===== config.mk =====
export PLATFORM = sky130hd
export DESIGN_NAME = dual_timer
export DESIGN_NICKNAME = d
export VERILOG_FILES = /design/src/rtl/dtim_pkg.sv /design/src/rtl/dtim_counter.sv /design/src/rtl/dtim_ctrl.sv /design/src/rtl/dtim_irq.sv /design/src/rtl/dual_timer.sv
export SDC_FILE = /design/constraint.sdc
export NUM_CORES = 1
export LEC_CHECK = 0
export ABC_AREA = 1
export BUFFER_PORTS_ARGS = -buffer_cell sky130_fd_sc_hd__buf_2
export CORE_ASPECT_RATIO = 1.2
export CORE_MARGIN = 3
export CORE_UTILIZATION = 38
export CTS_CLUSTER_DIAMETER = 120
export CTS_CLUSTER_SIZE = 8
export DETAILED_ROUTE_END_ITERATION = 10
export GPL_ROUTABILITY_DRIVEN = 0
export MAX_ROUTING_LAYER = met4
export RECOVER_POWER = 25
export SYNTH_ARGS = -nofsm -noshare
export SYNTH_HDL_FRONTEND = slang
export SYNTH_SLANG_ARGS = --single-unit

===== constraint.sdc =====
create_clock -name clk_i -period 1.9 [get_ports clk_i]
set_input_delay 0.095 -clock clk_i [delete_from_list [all_inputs] [get_ports clk_i]]
set_output_delay 0.095 -clock clk_i [all_outputs]
set_load 0.01 [all_outputs]

===== src/rtl/dtim_pkg.sv =====
package dtim_pkg;
  localparam int unsigned NTIM = 2;

  localparam logic [11:0] OFF_CTRL  = 12'h000;
  localparam logic [11:0] OFF_RLD0  = 12'h010;
  localparam logic [11:0] OFF_VAL0  = 12'h014;
  localparam logic [11:0] OFF_CAUSE = 12'h110;
  localparam logic [11:0] OFF_MASK  = 12'h114;
  localparam logic [11:0] TIM_STRIDE = 12'h008;

  function automatic logic [11:0] rld_off(input int unsigned idx);
    return OFF_RLD0 + TIM_STRIDE * 12'(idx);
  endfunction

  function automatic logic [11:0] val_off(input int unsigned idx);
    return OFF_VAL0 + TIM_STRIDE * 12'(idx);
  endfunction

  // cause/mask bit position of a timer
  function automatic int unsigned irq_bit(input int unsigned idx);
    return idx + 1;
  endfunction

  // control word field positions
  function automatic int unsigned run_bit(input int unsigned idx);
    return 2 * idx;
  endfunction

  function automatic int unsigned rld_bit(input int unsigned idx);
    return 2 * idx + 1;
  endfunction
endpackage


===== src/rtl/dtim_counter.sv =====
module dtim_counter #(
  parameter int unsigned W = 32
) (
  input  logic         clk_i,
  input  logic         rst_ni,
  input  logic         run_i,
  input  logic         rld_en_i,
  input  logic         rld_wr_i,
  input  logic         val_wr_i,
  input  logic [W-1:0] wdata_i,
  output logic [W-1:0] cnt_o,
  output logic [W-1:0] rld_o,
  output logic         expire_o
);
  logic [W-1:0] cnt_q, rld_q;
  logic         at_zero;

  assign at_zero  = (cnt_q == '0);
  // a direct load wins over counting in the same cycle
  assign expire_o = run_i && at_zero && !val_wr_i;

  always_ff @(posedge clk_i or negedge rst_ni) begin
    if (!rst_ni) rld_q <= '0;
    else if (rld_wr_i) rld_q <= wdata_i;
  end

  always_ff @(posedge clk_i or negedge rst_ni) begin
    if (!rst_ni) begin
      cnt_q <= '0;
    end else if (val_wr_i) begin
      cnt_q <= wdata_i;
    end else if (run_i) begin
      if (!at_zero)      cnt_q <= cnt_q - 1'b1;
      else if (rld_en_i) cnt_q <= rld_q;
    end
  end

  assign cnt_o = cnt_q;
  assign rld_o = rld_q;

  AST_DEC_ONE: assert property (@(posedge clk_i) disable iff (!rst_ni)
    run_i && !val_wr_i && !at_zero |=> cnt_q == $past(cnt_q) - 1'b1);
  AST_VAL_LOAD: assert property (@(posedge clk_i) disable iff (!rst_ni)
    val_wr_i |=> cnt_q == $past(wdata_i));
  AST_PERIOD_RELOAD: assert property (@(posedge clk_i) disable iff (!rst_ni)
    run_i && rld_en_i && at_zero && !val_wr_i |=> cnt_q == $past(rld_q));
  AST_ONESHOT_PARK: assert property (@(posedge clk_i) disable iff (!rst_ni)
    run_i && !rld_en_i && at_zero && !val_wr_i |=> cnt_q == '0);
  AST_IDLE_HOLD: assert property (@(posedge clk_i) disable iff (!rst_ni)
    !run_i && !val_wr_i |=> $stable(cnt_q));
endmodule


===== src/rtl/dtim_ctrl.sv =====
module dtim_ctrl #(
  parameter int unsigned W    = 32,
  parameter int unsigned NTIM = 2
) (
  input  logic            clk_i,
  input  logic            rst_ni,
  input  logic            wr_i,
  input  logic [W-1:0]    wdata_i,
  input  logic [NTIM-1:0] done_i,
  output logic [NTIM-1:0] run_o,
  output logic [NTIM-1:0] rld_en_o,
  output logic [W-1:0]    word_o
);
  import dtim_pkg::*;

  logic [NTIM-1:0] run_q, rld_q;

  for (genvar i = 0; i < NTIM; i++) begin : g_tim
    always_ff @(posedge clk_i or negedge rst_ni) begin
      if (!rst_ni) begin
        run_q[i] <= 1'b0;
        rld_q[i] <= 1'b0;
      end else if (wr_i) begin
        run_q[i] <= wdata_i[run_bit(i)];
        rld_q[i] <= wdata_i[rld_bit(i)];
      end else if (done_i[i]) begin
        run_q[i] <= 1'b0;
      end
    end

    AST_ONESHOT_DISARM: assert property (@(posedge clk_i) disable iff (!rst_ni)
      done_i[i] && !wr_i |=> !run_q[i]);
  end

  always_comb begin
    word_o = '0;
    for (int unsigned i = 0; i < NTIM; i++) begin
      word_o[run_bit(i)] = run_q[i];
      word_o[rld_bit(i)] = rld_q[i];
    end
  end

  assign run_o    = run_q;
  assign rld_en_o = rld_q;
endmodule


===== src/rtl/dtim_irq.sv =====
module dtim_irq #(
  parameter int unsigned W    = 32,
  parameter int unsigned NTIM = 2
) (
  input  logic            clk_i,
  input  logic            rst_ni,
  input  logic [NTIM-1:0] expire_i,
  input  logic            cause_wr_i,
  input  logic            mask_wr_i,
  input  logic [W-1:0]    wdata_i,
  output logic [W-1:0]    cause_o,
  output logic [W-1:0]    mask_o,
  output logic            irq_o
);
  import dtim_pkg::*;

  logic [NTIM-1:0] cause_q, mask_q;

  for (genvar i = 0; i < NTIM; i++) begin : g_src
    always_ff @(posedge clk_i or negedge rst_ni) begin
      if (!rst_ni)                                cause_q[i] <= 1'b0;
      else if (expire_i[i])                       cause_q[i] <= 1'b1;
      else if (cause_wr_i && !wdata_i[irq_bit(i)]) cause_q[i] <= 1'b0;
    end

    always_ff @(posedge clk_i or negedge rst_ni) begin
      if (!rst_ni)        mask_q[i] <= 1'b0;
      else if (mask_wr_i) mask_q[i] <= wdata_i[irq_bit(i)];
    end

    AST_EXPIRY_WINS: assert property (@(posedge clk_i) disable iff (!rst_ni)
      expire_i[i] |=> cause_q[i]);
    AST_ONE_KEEPS: assert property (@(posedge clk_i) disable iff (!rst_ni)
      cause_wr_i && wdata_i[irq_bit(i)] && !expire_i[i] |=> $stable(cause_q[i]));
    AST_ZERO_CLEARS: assert property (@(posedge clk_i) disable iff (!rst_ni)
      cause_wr_i && !wdata_i[irq_bit(i)] && !expire_i[i] |=> !cause_q[i]);
  end

  always_comb begin
    cause_o = '0;
    mask_o  = '0;
    for (int unsigned i = 0; i < NTIM; i++) begin
      cause_o[irq_bit(i)] = cause_q[i];
      mask_o[irq_bit(i)]  = mask_q[i];
    end
  end

  assign irq_o = |(cause_q & mask_q);
endmodule


===== src/rtl/dual_timer.sv =====
module dual_timer #(
  parameter int unsigned DATA_W = 32,
  parameter int unsigned ADDR_W = 12
) (
  input  logic              clk_i,
  input  logic              rst_ni,
  input  logic              req_i,
  input  logic              we_i,
  input  logic [ADDR_W-1:0] addr_i,
  input  logic [DATA_W-1:0] wdata_i,
  output logic [DATA_W-1:0] rdata_o,
  output logic              irq_o
);
  import dtim_pkg::*;

  localparam int unsigned NT = NTIM;

  logic              wr, rd;
  logic [11:0]       off;
  logic [NT-1:0]     run, rld_en, expire, done, rld_wr, val_wr;
  logic [DATA_W-1:0] cnt [NT];
  logic [DATA_W-1:0] rld [NT];
  logic [DATA_W-1:0] ctrl_word, cause_word, mask_word;

  assign wr  = req_i && we_i;
  assign rd  = req_i && !we_i;
  assign off = 12'(addr_i);

  dtim_ctrl #(.W(DATA_W), .NTIM(NT)) i_ctrl (
    .clk_i    (clk_i),
    .rst_ni   (rst_ni),
    .wr_i     (wr && off == OFF_CTRL),
    .wdata_i  (wdata_i),
    .done_i   (done),
    .run_o    (run),
    .rld_en_o (rld_en),
    .word_o   (ctrl_word)
  );

  for (genvar i = 0; i < NT; i++) begin : g_cnt
    assign rld_wr[i] = wr && off == rld_off(i);
    assign val_wr[i] = wr && off == val_off(i);
    assign done[i]   = expire[i] && !rld_en[i];

    dtim_counter #(.W(DATA_W)) i_counter (
      .clk_i    (clk_i),
      .rst_ni   (rst_ni),
      .run_i    (run[i]),
      .rld_en_i (rld_en[i]),
      .rld_wr_i (rld_wr[i]),
      .val_wr_i (val_wr[i]),
      .wdata_i  (wdata_i),
      .cnt_o    (cnt[i]),
      .rld_o    (rld[i]),
      .expire_o (expire[i])
    );

    AST_NO_EXPIRY_IDLE: assert property (@(posedge clk_i) disable iff (!rst_ni)
      !run[i] |-> !expire[i]);
  end

  dtim_irq #(.W(DATA_W), .NTIM(NT)) i_irq (
    .clk_i      (clk_i),
    .rst_ni     (rst_ni),
    .expire_i   (expire),
    .cause_wr_i (wr && off == OFF_CAUSE),
    .mask_wr_i  (wr && off == OFF_MASK),
    .wdata_i    (wdata_i),
    .cause_o    (cause_word),
    .mask_o     (mask_word),
    .irq_o      (irq_o)
  );

  always_comb begin
    rdata_o = '0;
    if (rd) begin
      if (off == OFF_CTRL)  rdata_o = ctrl_word;
      if (off == OFF_CAUSE) rdata_o = cause_word;
      if (off == OFF_MASK)  rdata_o = mask_word;
      for (int unsigned i = 0; i < NT; i++) begin
        if (off == rld_off(i)) rdata_o = rld[i];
        if (off == val_off(i)) rdata_o = cnt[i];
      end
    end
  end

  AST_IRQ_SOURCE: assert property (@(posedge clk_i) disable iff (!rst_ni)
    $rose(irq_o) |-> (cause_word & mask_word) != '0);
endmodule


# After elaboration in Yosys (flattened, before gate mapping)
# Index checks and enable logic that the tools add are counted.
# op_classes
add_sub_neg	2
mul	0
div	0
n_lt_le_gt_ge	0
eq_ne	8
n_shift	0
muxes	24
bitwise_logic	1
n_reduce_logical	36
# op_table
op	n
2-to-1 mux 32 bit	15
zero test 32 bit	2
subtractor 32 x 1 -> 32 bit (second input constant)	2
== test 12 x 5 -> 1 bit (second input constant)	4
== test 12 x 9 -> 1 bit (second input constant)	2
logical AND 1 bit	17
zero test 12 bit	1
nonzero test 2 bit	6
2-to-1 mux 1 bit	8
zero test 1 bit	7
inequality test 3 x 2 -> 1 bit (second input constant)	2
2-to-1 mux 4 bit	1
AND reduction 2 bit	2
bitwise AND 2 bit	1
OR reduction 2 bit	1
# totals
reg_bits	136
latchBits	0
ram_bits	0
romBits	0
inputBits	48
output_inout_bits	33
elab_cells	83
mem_count	0

# Logic depth before layout (Yosys ltp)
# Gate-level depths: netlist (run 1).
# depth
ltp_word	9
ltp_mapped	12
mapped_depth_nobuf	12

# Hierarchy
# Synthesis (run 1) repeated with hierarchy kept, for this count alone.
# hier_totals
hier_cells	1814
area_unflattened_um2	11825.1
# by_module_without_submodules
mod	n_inst	cells_per_inst	area_each_um2	seq_area_each_um2
dtim_counter (g_cnt[0].i_counter)	1	576	4145.2	1601.5
dtim_counter (g_cnt[1].i_counter)	1	545	3993.8	1601.5
dual_timer	1	560	2666.3	0.0
dtim_irq	1	82	620.6	100.1
dtim_ctrl	1	51	399.1	100.1

# Least setup slack after synthesis (run 1)
# No wires, ideal clock.
# synth_timing
path_type	register -> register
from	register g_cnt[0].i_counter.cnt_q[0]
to	register g_cnt[0].i_counter.cnt_q[30]
setup_ns	0.119
t_arrival_ns	1.529
required_time_ns	1.781
setup_slack_ns	0.252
stages_incl_launch_ff	13
path_buffers	1
period_less_slack_ns	1.648
cell_sequence	dfrtp_1 > inv_1 > ha_1 > nand2_1 > nor2_1 > nand2_2 > nor2_4 > nand3_2 > nand2_4 > inv_4 > buf_6 > nand3_1 > nand2_1
# synth_between
elab_chain_cells	4
word_cells_on_any_way	7
classes_between	1 x add/sub; 1 x eq/ne; 3 x mux; 2 x reduce/logical
# synth_lines
element	line	text
start: declaration	dtim_counter.sv:15	logic [W-1:0] cnt_q, rld_q;
start signal: assignment	dtim_counter.sv:31	cnt_q <= wdata_i;
start signal: assignment	dtim_counter.sv:33	if (!at_zero) cnt_q <= cnt_q - 1'b1;
start signal: assignment	dtim_counter.sv:34	else if (rld_en_i) cnt_q <= rld_q;
subtractor 32 x 1 -> 32 bit or zero test 32 bit (tied branches)	dtim_counter.sv:33, dtim_counter.sv:18	
2-to-1 mux 32 bit	dtim_counter.sv:33	
2-to-1 mux 32 bit	dtim_counter.sv:32	end else if (run_i) begin
2-to-1 mux 32 bit	dtim_counter.sv:30	end else if (val_wr_i) begin
# Parallel ways exist; a longest one is shown, timed or not. The select of a mux whose other input is x is not followed.
# A chain may end at the register's enable or synchronous reset.

# Worst setup path in the final report (run 1)
# layout_timing
from	register g_cnt[0].i_counter.cnt_q[29]
to	register g_cnt[0].i_counter.cnt_q[8]
# layout_between
elab_chain_cells	4
word_cells_on_any_way	6
classes_between	1 x eq/ne; 3 x mux; 2 x reduce/logical
# layout_lines
element	line	text
zero test 32 bit *	dtim_counter.sv:18	assign at_zero = (cnt_q == '0);
2-to-1 mux 32 bit	dtim_counter.sv:33	
2-to-1 mux 32 bit	dtim_counter.sv:32	
2-to-1 mux 32 bit	dtim_counter.sv:30	
# Mark *: on every way between the ends. The rest lies on a longest branch, timed or not. The select of a mux whose other input is x is not followed.

==> metrics.md, run 1 <==
| Metric | Value |
|---|---|
| Status | complete, but fails checks |
| Failing checks | negative setup slack |
| IO buf count | 80 |
| Synthesized area per cell | 6.28 um^2 |
| RSZ-0062 raised after global routing | true |
| Die Wd | 152 um |
| Clock sink total | 136 |
| Largest cells by area after synthesis | dfrtp_1 (35%), nand2_1 (19%), nand3_1 (9.2%) |
| DRT iter0 DRCs | 1,182 |
| Worst VDD drop | 544 uV |
| Fin util | 0.516 |
| Crit path kind | reg2reg |
| CP Cell Sequence | nor2_1, buf_4, nand3_2, nor2_2, nand2_2, nor2_4, nand3_4, nand2_8, clkbuf_16, nand2_1, nand3_1 |
| Core area | 0.0250 mm^2 |
| Buf/Inv on CP | 2 |
| Placed Cells incl. Taps | 2,039 |
| Net count after synthesis | 1,607 |
| DRT antenna net count | 0 |
| R2R Path Start | g_cnt[0].i_counter.cnt_o[29] |
| Fin nets | 1,819 |
| Critical Path End Type | register |
| Max frequency | 523 MHz |
| Min cycle time layout | 1910 ps |
| Post-synthesis cell area | 0.00976 mm^2 |
| CP Launch Type | register |
| Setup TNS | -24.2 ps |
| Async SR Flop Fraction | 1.00 |
| Reg area | 0.00341 mm^2 |
| Root Driver | clkbuf_16 |
| Leak pwr | 0.00712 uW |
| Post-DP Area | 0.0115 mm^2 |
| Post-synth top area cell | dfrtp_1 |
| Max Cap Viol | 0 |
| Final count of pins violating max slew | 0 |
| Slowest cell on crit path | dfrtp_1 |
| Clock Pin Slew Worst Setup and Hold Paths | 60 ps |
| #FFs+latches synth | 136 |
| Synth cell types | 34 |
| Hpwl dp | 28,000 um |
| Via/cell ratio | 5.31 |
| Commonest non-fill, non-tap cell in the layout | nand2_1 |
| Initial Util | 0.391 |
| Number of global-route vias before repair | 10,300 |
| Worst Path Required | 2260 ps |
| Hold WS | 13.4 ps |
| Clock buffer depth | 2 |
| DR WL/cell | 18.0 um |
| Non-Filler Instances | 2,105 |
| Critical path arrival | 2270 ps |
| Number of synthesized flops with an enable pin | 0 |
| Share of cells above drive strength 1 | 0.237 |
| H-tree lvl count | 4 |
| Hold_sp | wdata_i[21] |
| I/O pins | 81 |
| GRT Residual Overflow | 0 |
| Worst Setup SP | g_cnt[0].i_counter.cnt_o[29] |
| Pin count of the biggest net entering global routing | 51 |
| Worst slew margin | 0.189 |
| DR DRC count | 0 |
| Most frequent cells in the layout | nand2_1 (459), nor2_1 (195), nand3_1 (170) |
| Critical path's top delay family | simple AND/OR/NAND/NOR gates |
| Setup ws final | -10.5 ps |
| CTS tree | yes |
| Worst R2R Setup Slack | -10 ps |
| Area taken by multi-input logic gates | 0.00582 mm^2 |
| Top-area cell type share of the netlist area | 0.349 |
| Area Growth Syn to Fin | 32.0% |
| Post-synthesis instance total | 1,555 |
| Inserted Clock Buffers | 17 |
| Post-synthesis sequential area ratio | 0.349 |
| First-pass GRT wire length | 57,000 um |
| Chip height | 182 um |
| Cell Pwr Density | 592 mW/mm^2 |
| Row cnt | 63 |
| Routed wire length | 37,900 um |
| DRT Pass-1 Iters | 6 |
| Final instance area | 0.0129 mm^2 |
| Clock latency on the worst-skew pair | 420 ps |
| Final setup fails | 4 |
| Final cycle utilization of the critical path | 1.01 |
| HP Class | in2reg |
| Slew @ Worst Pin | 1220 ps |
| DIE AREA | 0.0277 mm^2 |
| Antenna Cells | 0 |
| Synth Flop Type | dfrtp_1 |
| GRT Util Overall | 0.266 |
| Final hold vios | 0 |
| Synth warn | 0 |
| Critical Path Max Stage Delay | 400 ps |
| Antenna violations before repair | 0 |
| Clk_skew | 8.32 ps |
| Crit-path max FO | 6 |
| DR vias | 11,200 |
| Fillers | 2,462 |
==> per-layer routing <==
layer  global-route usage  vias to the layer above  routed length (um)
met1                0.355                     5173               15900
li1                     -                     5395                   -
met3               0.0338                       91                2730
met4               0.0874                        0                1390
met5                    -                        -                   0
met2                0.422                      509               17900
==> power by group <==
group / internal [uW] / total [uW] / switching [uW]
Combinational: 221 / 668 / 447
Sequential: 2900 / 2910 / 6.09
Clock: 2710 / 4040 / 1340
Total: 5830 / 7620 / 1790
==> cell families (layout without fill, tap and decap cells) <==
group / after synthesis / count (layout) / synth area share
flip-flops: 136 / 136 / 0.349
XOR/XNOR: 22 / 22 / 0.0197
AND/OR/NAND/NOR: 947 / 949 / 0.412
adder cells (fa/ha/maj): 4 / 4 / 0.00513
buffers and inverters: 210 / 433 / 0.0914
AO/OA/AOI/OAI: 236 / 236 / 0.123
==> worst register-to-register path, delay by kind of cell (launching register included) <==
family / cells / cell delay (ps)
buffers and inverters: 2 / 330
and+or+nand+nor: 9 / 1120
DFF: 1 / 400
==> timing repair <==
item,in CTS,in global routing
hold buffers,12,0
gates resized for setup,12,107
setup endpoints to repair,47,98
pin swaps,1,38
gates cloned,0,10
setup buffers,0,12
endpoints found under the hold margin,118,0
==> flip-flops by register name, indices dropped and copies added, names as in the netlist <==
signal / cells
g_cnt.i_counter.cnt_o: 64
g_cnt.i_counter.rld_o: 64
i_ctrl.rld_en_o: 2
i_ctrl.run_o: 2
i_irq.cause_o: 2
i_irq.mask_o: 2
==> synth_stat cells (7+ instances only) <==
cell and instances:
xnor2_1 15, nor2_2 14, nand2_1 482, clkbuf_1 24
inv_2 9, xor2_1 7, nor2_1 226, a21oi_1 102
dfrtp_1 136, buf_2 18, o21ai_1 11, o21ai_0 116
or2_2 9, inv_1 137, buf_4 15, nand3_1 179
nand3_2 14
==> stage by stage <==
stage,setup WS [ps],power (uW)
finish,-10.5,7620
global route,-70.7,7830
CTS,6.46,7610
detailed placement,-63.3,3570
global placement,-35.2,3570
floorplan,252,3260
==> final timing paths <==
kind | endpoint | cells past startpoint
hold reg to reg | g_cnt[1].i_counter.rld_o[22] | 2
hold / removal | g_cnt[0].i_counter.rld_o[21] | 3
max in group asynchronous | g_cnt[0].i_counter.cnt_o[4] | 3
min in group asynchronous | g_cnt[1].i_counter.rld_o[23] | 2
setup / recovery | g_cnt[0].i_counter.cnt_o[8] | 11
setup reg to reg | g_cnt[0].i_counter.cnt_o[8] | 11
==> area by class of cell <==
class / instances / area share
Tap cell: 325 / 0.0316
Sequential cell: 136 / 0.264
Timing Repair inverter: 3 / 0.00194
Multi-Input combinational cell: 1211 / 0.452
Clock buffer: 21 / 0.0365
Clock inverter: 11 / 0.0187
Timing Repair Buffer: 251 / 0.151
Inverter: 147 / 0.0443
No activity file was read; power rests on OpenSTA's default activity.
==> run 2, diff against run 1 <==
--- a/config.mk
+++ b/config.mk
@@ -16,6 +16,7 @@
 export GPL_ROUTABILITY_DRIVEN = 0
 export MAX_ROUTING_LAYER = met4
 export RECOVER_POWER = 25
+export REMOVE_ABC_BUFFERS = 1
 export SYNTH_ARGS = -nofsm -noshare
 export SYNTH_HDL_FRONTEND = slang
 export SYNTH_SLANG_ARGS = --single-unit
==> metrics.md, run 2 (synthesis results as in run 1) <==
| Metric | Value |
|---|---|
| Status | complete, no violations |
| Max Cap Viol | 0 |
| Buf/Inv on CP | 2 |
| Clock Pin Slew Worst Setup and Hold Paths | 60 ps |
| Pint | 5680 uW |
| Via/cell ratio | 5.39 |
| CP Launch Type | register |
| Slew @ Worst Pin | 1380 ps |
| IO buf count | 80 |
| Row cnt | 63 |
| Worst slew margin | 0.0815 |
| Sw power | 1860 uW |
| Combinational Power Share | 0.087 |
| Min cycle time layout | 1870 ps |
| Most frequent cells in the layout | nand2_1 (473), nor2_1 (203), nand3_1 (176) |
| GRT Util Overall | 0.279 |
| Placed Cells incl. Taps | 2,031 |
| CTS tree | yes |
| Crit-path max FO | 6 |
| Met3 Track Usage GR | 0.0369 |
| CP Cell Sequence | nor2_2, nand2_2, nor2_4, nand2_1, nor2_4, buf_6, clkinvlp_4, o31ai_1 |
| Critical path's top delay family | simple AND/OR/NAND/NOR gates |
| Clock sink total | 136 |
| Final setup fails | 0 |
| Critical path arrival | 2180 ps |
| Switch share | 0.247 |
| Busiest grt layer | met2 |
| Fillers | 2,564 |
| Routed wire length | 38,500 um |
| Core area | 0.0250 mm^2 |
| Clock buffer depth | 2 |
| Antenna violations before repair | 0 |
| DR vias | 11,200 |
| GRT Residual Overflow | 0 |
| Share of cells above drive strength 1 | 0.209 |
| DIE AREA | 0.0277 mm^2 |
| Post-DP Area | 0.0114 mm^2 |
| Die Wd | 152 um |
| Chip height | 182 um |
| H-tree lvl count | 4 |
| First-pass GRT wire length | 59,300 um |
| Hold WS | 16.0 ps |
| GR Util met2 | 0.445 |
| I/O pins | 81 |
| Non-Filler Instances | 2,083 |
| Reg power frac | 0.386 |
| Initial Util | 0.391 |
| Fin nets | 1,797 |
| DR DRC count | 0 |
| Hpwl dp | 29,000 um |
| Worst Path Required | 2210 ps |
| Clk_skew | 15.0 ps |
| RSZ-0062 raised after global routing | true |
| Cell Pwr Density | 605 mW/mm^2 |
| Critical Path End Type | register |
| Commonest non-fill, non-tap cell in the layout | nand2_1 |
| DRT iter0 DRCs | 1,052 |
| Max frequency | 533 MHz |
| Antenna Cells | 0 |
| Slowest cell on crit path | dfrtp_1 |
| Area Growth Syn to Fin | 27.8% |
| Root Driver | clkbuf_16 |
| Clock Power Share | 0.527 |
| Number of global-route vias before repair | 10,700 |
| DR WL/cell | 18.5 um |
| DRT antenna net count | 0 |
| Final hold vios | 0 |
| Crit path kind | reg2reg |
| Leak pwr | 0.00689 uW |
| Clock latency on the worst-skew pair | 440 ps |
| Fin util | 0.499 |
| Final Total Pwr | 7540 uW |
| Final instance area | 0.0125 mm^2 |
| Met1 usage | 0.348 |
| HP Class | in2reg |
| Pin count of the biggest net entering global routing | 57 |
| Final count of pins violating max slew | 0 |
| DRT Pass-1 Iters | 6 |
| Worst VDD drop | 388 uV |
| Inserted Clock Buffers | 17 |
| CP most frequent cell | nor2_4 |
| Critical Path Max Stage Delay | 380 ps |
| Final cycle utilization of the critical path | 0.987 |
[run 2: cell types whose count changed in the layout (fill, tap and decap cells not counted), moves of 6 or more]
cell | before | now
nand2_1 | 459 | 473
buf_4 | 138 | 124
nor2_1 | 195 | 203
clkinvlp_4 | 2 | 8
nand2_2 | 27 | 12
nand3_1 | 170 | 176
[run 2: worst reg2reg max path: cells and delay by family, from the launching register on]
family                 cells  cell delay [ps]
AND/OR/NAND/NOR            5              760
AO/OA/AOI/OAI              1              330
flip-flops                 1              380
buffers and inverters      2              280
[run 2: power groups by stage]
stage / clock network (uW) / registers [uW] / logic, uW
2_1_floorplan: 0 / 2960 / 281
3_3_place_gp: 0 / 2960 / 602
3_5_place_dp: 0 / 2960 / 608
4_1_cts: 3990 / 2910 / 624
5_1_grt: 4120 / 2910 / 726
6_report: 3980 / 2910 / 659
[run 2: timing repair]
action | in CTS | in global routing
gates cloned | 0 | 5
setup endpoints to repair | 1 | 97
buffers inserted | 0 | 8
hold endpoints to repair | 48 | 0
gates resized for setup | 1 | 80
pin swaps | 0 | 12
hold buffers | 8 | 0
[run 2: final cells by class]
type | instances | area (um^2) | share of cell area
clock buffer | 21 | 470 | 0.0377
clock inverter | 11 | 218 | 0.0174
inverter | 147 | 573 | 0.0459
multi-input combinational | 1209 | 5660 | 0.454
sequential | 136 | 3410 | 0.273
tap | 325 | 407 | 0.0326
timing repair buffer | 231 | 1720 | 0.138
timing repair inverter | 3 | 23.8 | 0.00191
[run 2: stage by stage]
step,setup TNS (ps),worst slack (ps)
after floorplan,-22020,-341
after global placement,0,34.6
after detailed placement,0,11.4
after CTS,0,18.3
after global routing,-1490,-102
final,0,25.0
[run 2: worst paths after layout]
kind	startpoint	to	slack [ps]	depth (start not counted)
min	wdata_i[11]	g_cnt[0].i_counter.cnt_o[11]	20	3
min reg2reg	g_cnt[1].i_counter.rld_o[28]	g_cnt[1].i_counter.rld_o[28]	490	2
min in group asynchronous	rst_ni	g_cnt[0].i_counter.cnt_o[28]	500	2
max in group asynchronous	rst_ni	g_cnt[0].i_counter.cnt_o[5]	390	3
max reg2reg	g_cnt[0].i_counter.cnt_o[19]	i_irq.cause_o[1]	30	8
max	g_cnt[0].i_counter.cnt_o[19]	i_irq.cause_o[1]	30	8
[run 2: metal layers]
metal	vias up	wire length (um)	share of wire
li1	5354	-	-
met1	5221	15700	0.41
met2	528	17900	0.46
met3	123	2780	0.072
met4	0	2120	0.055
met5	-	0	0
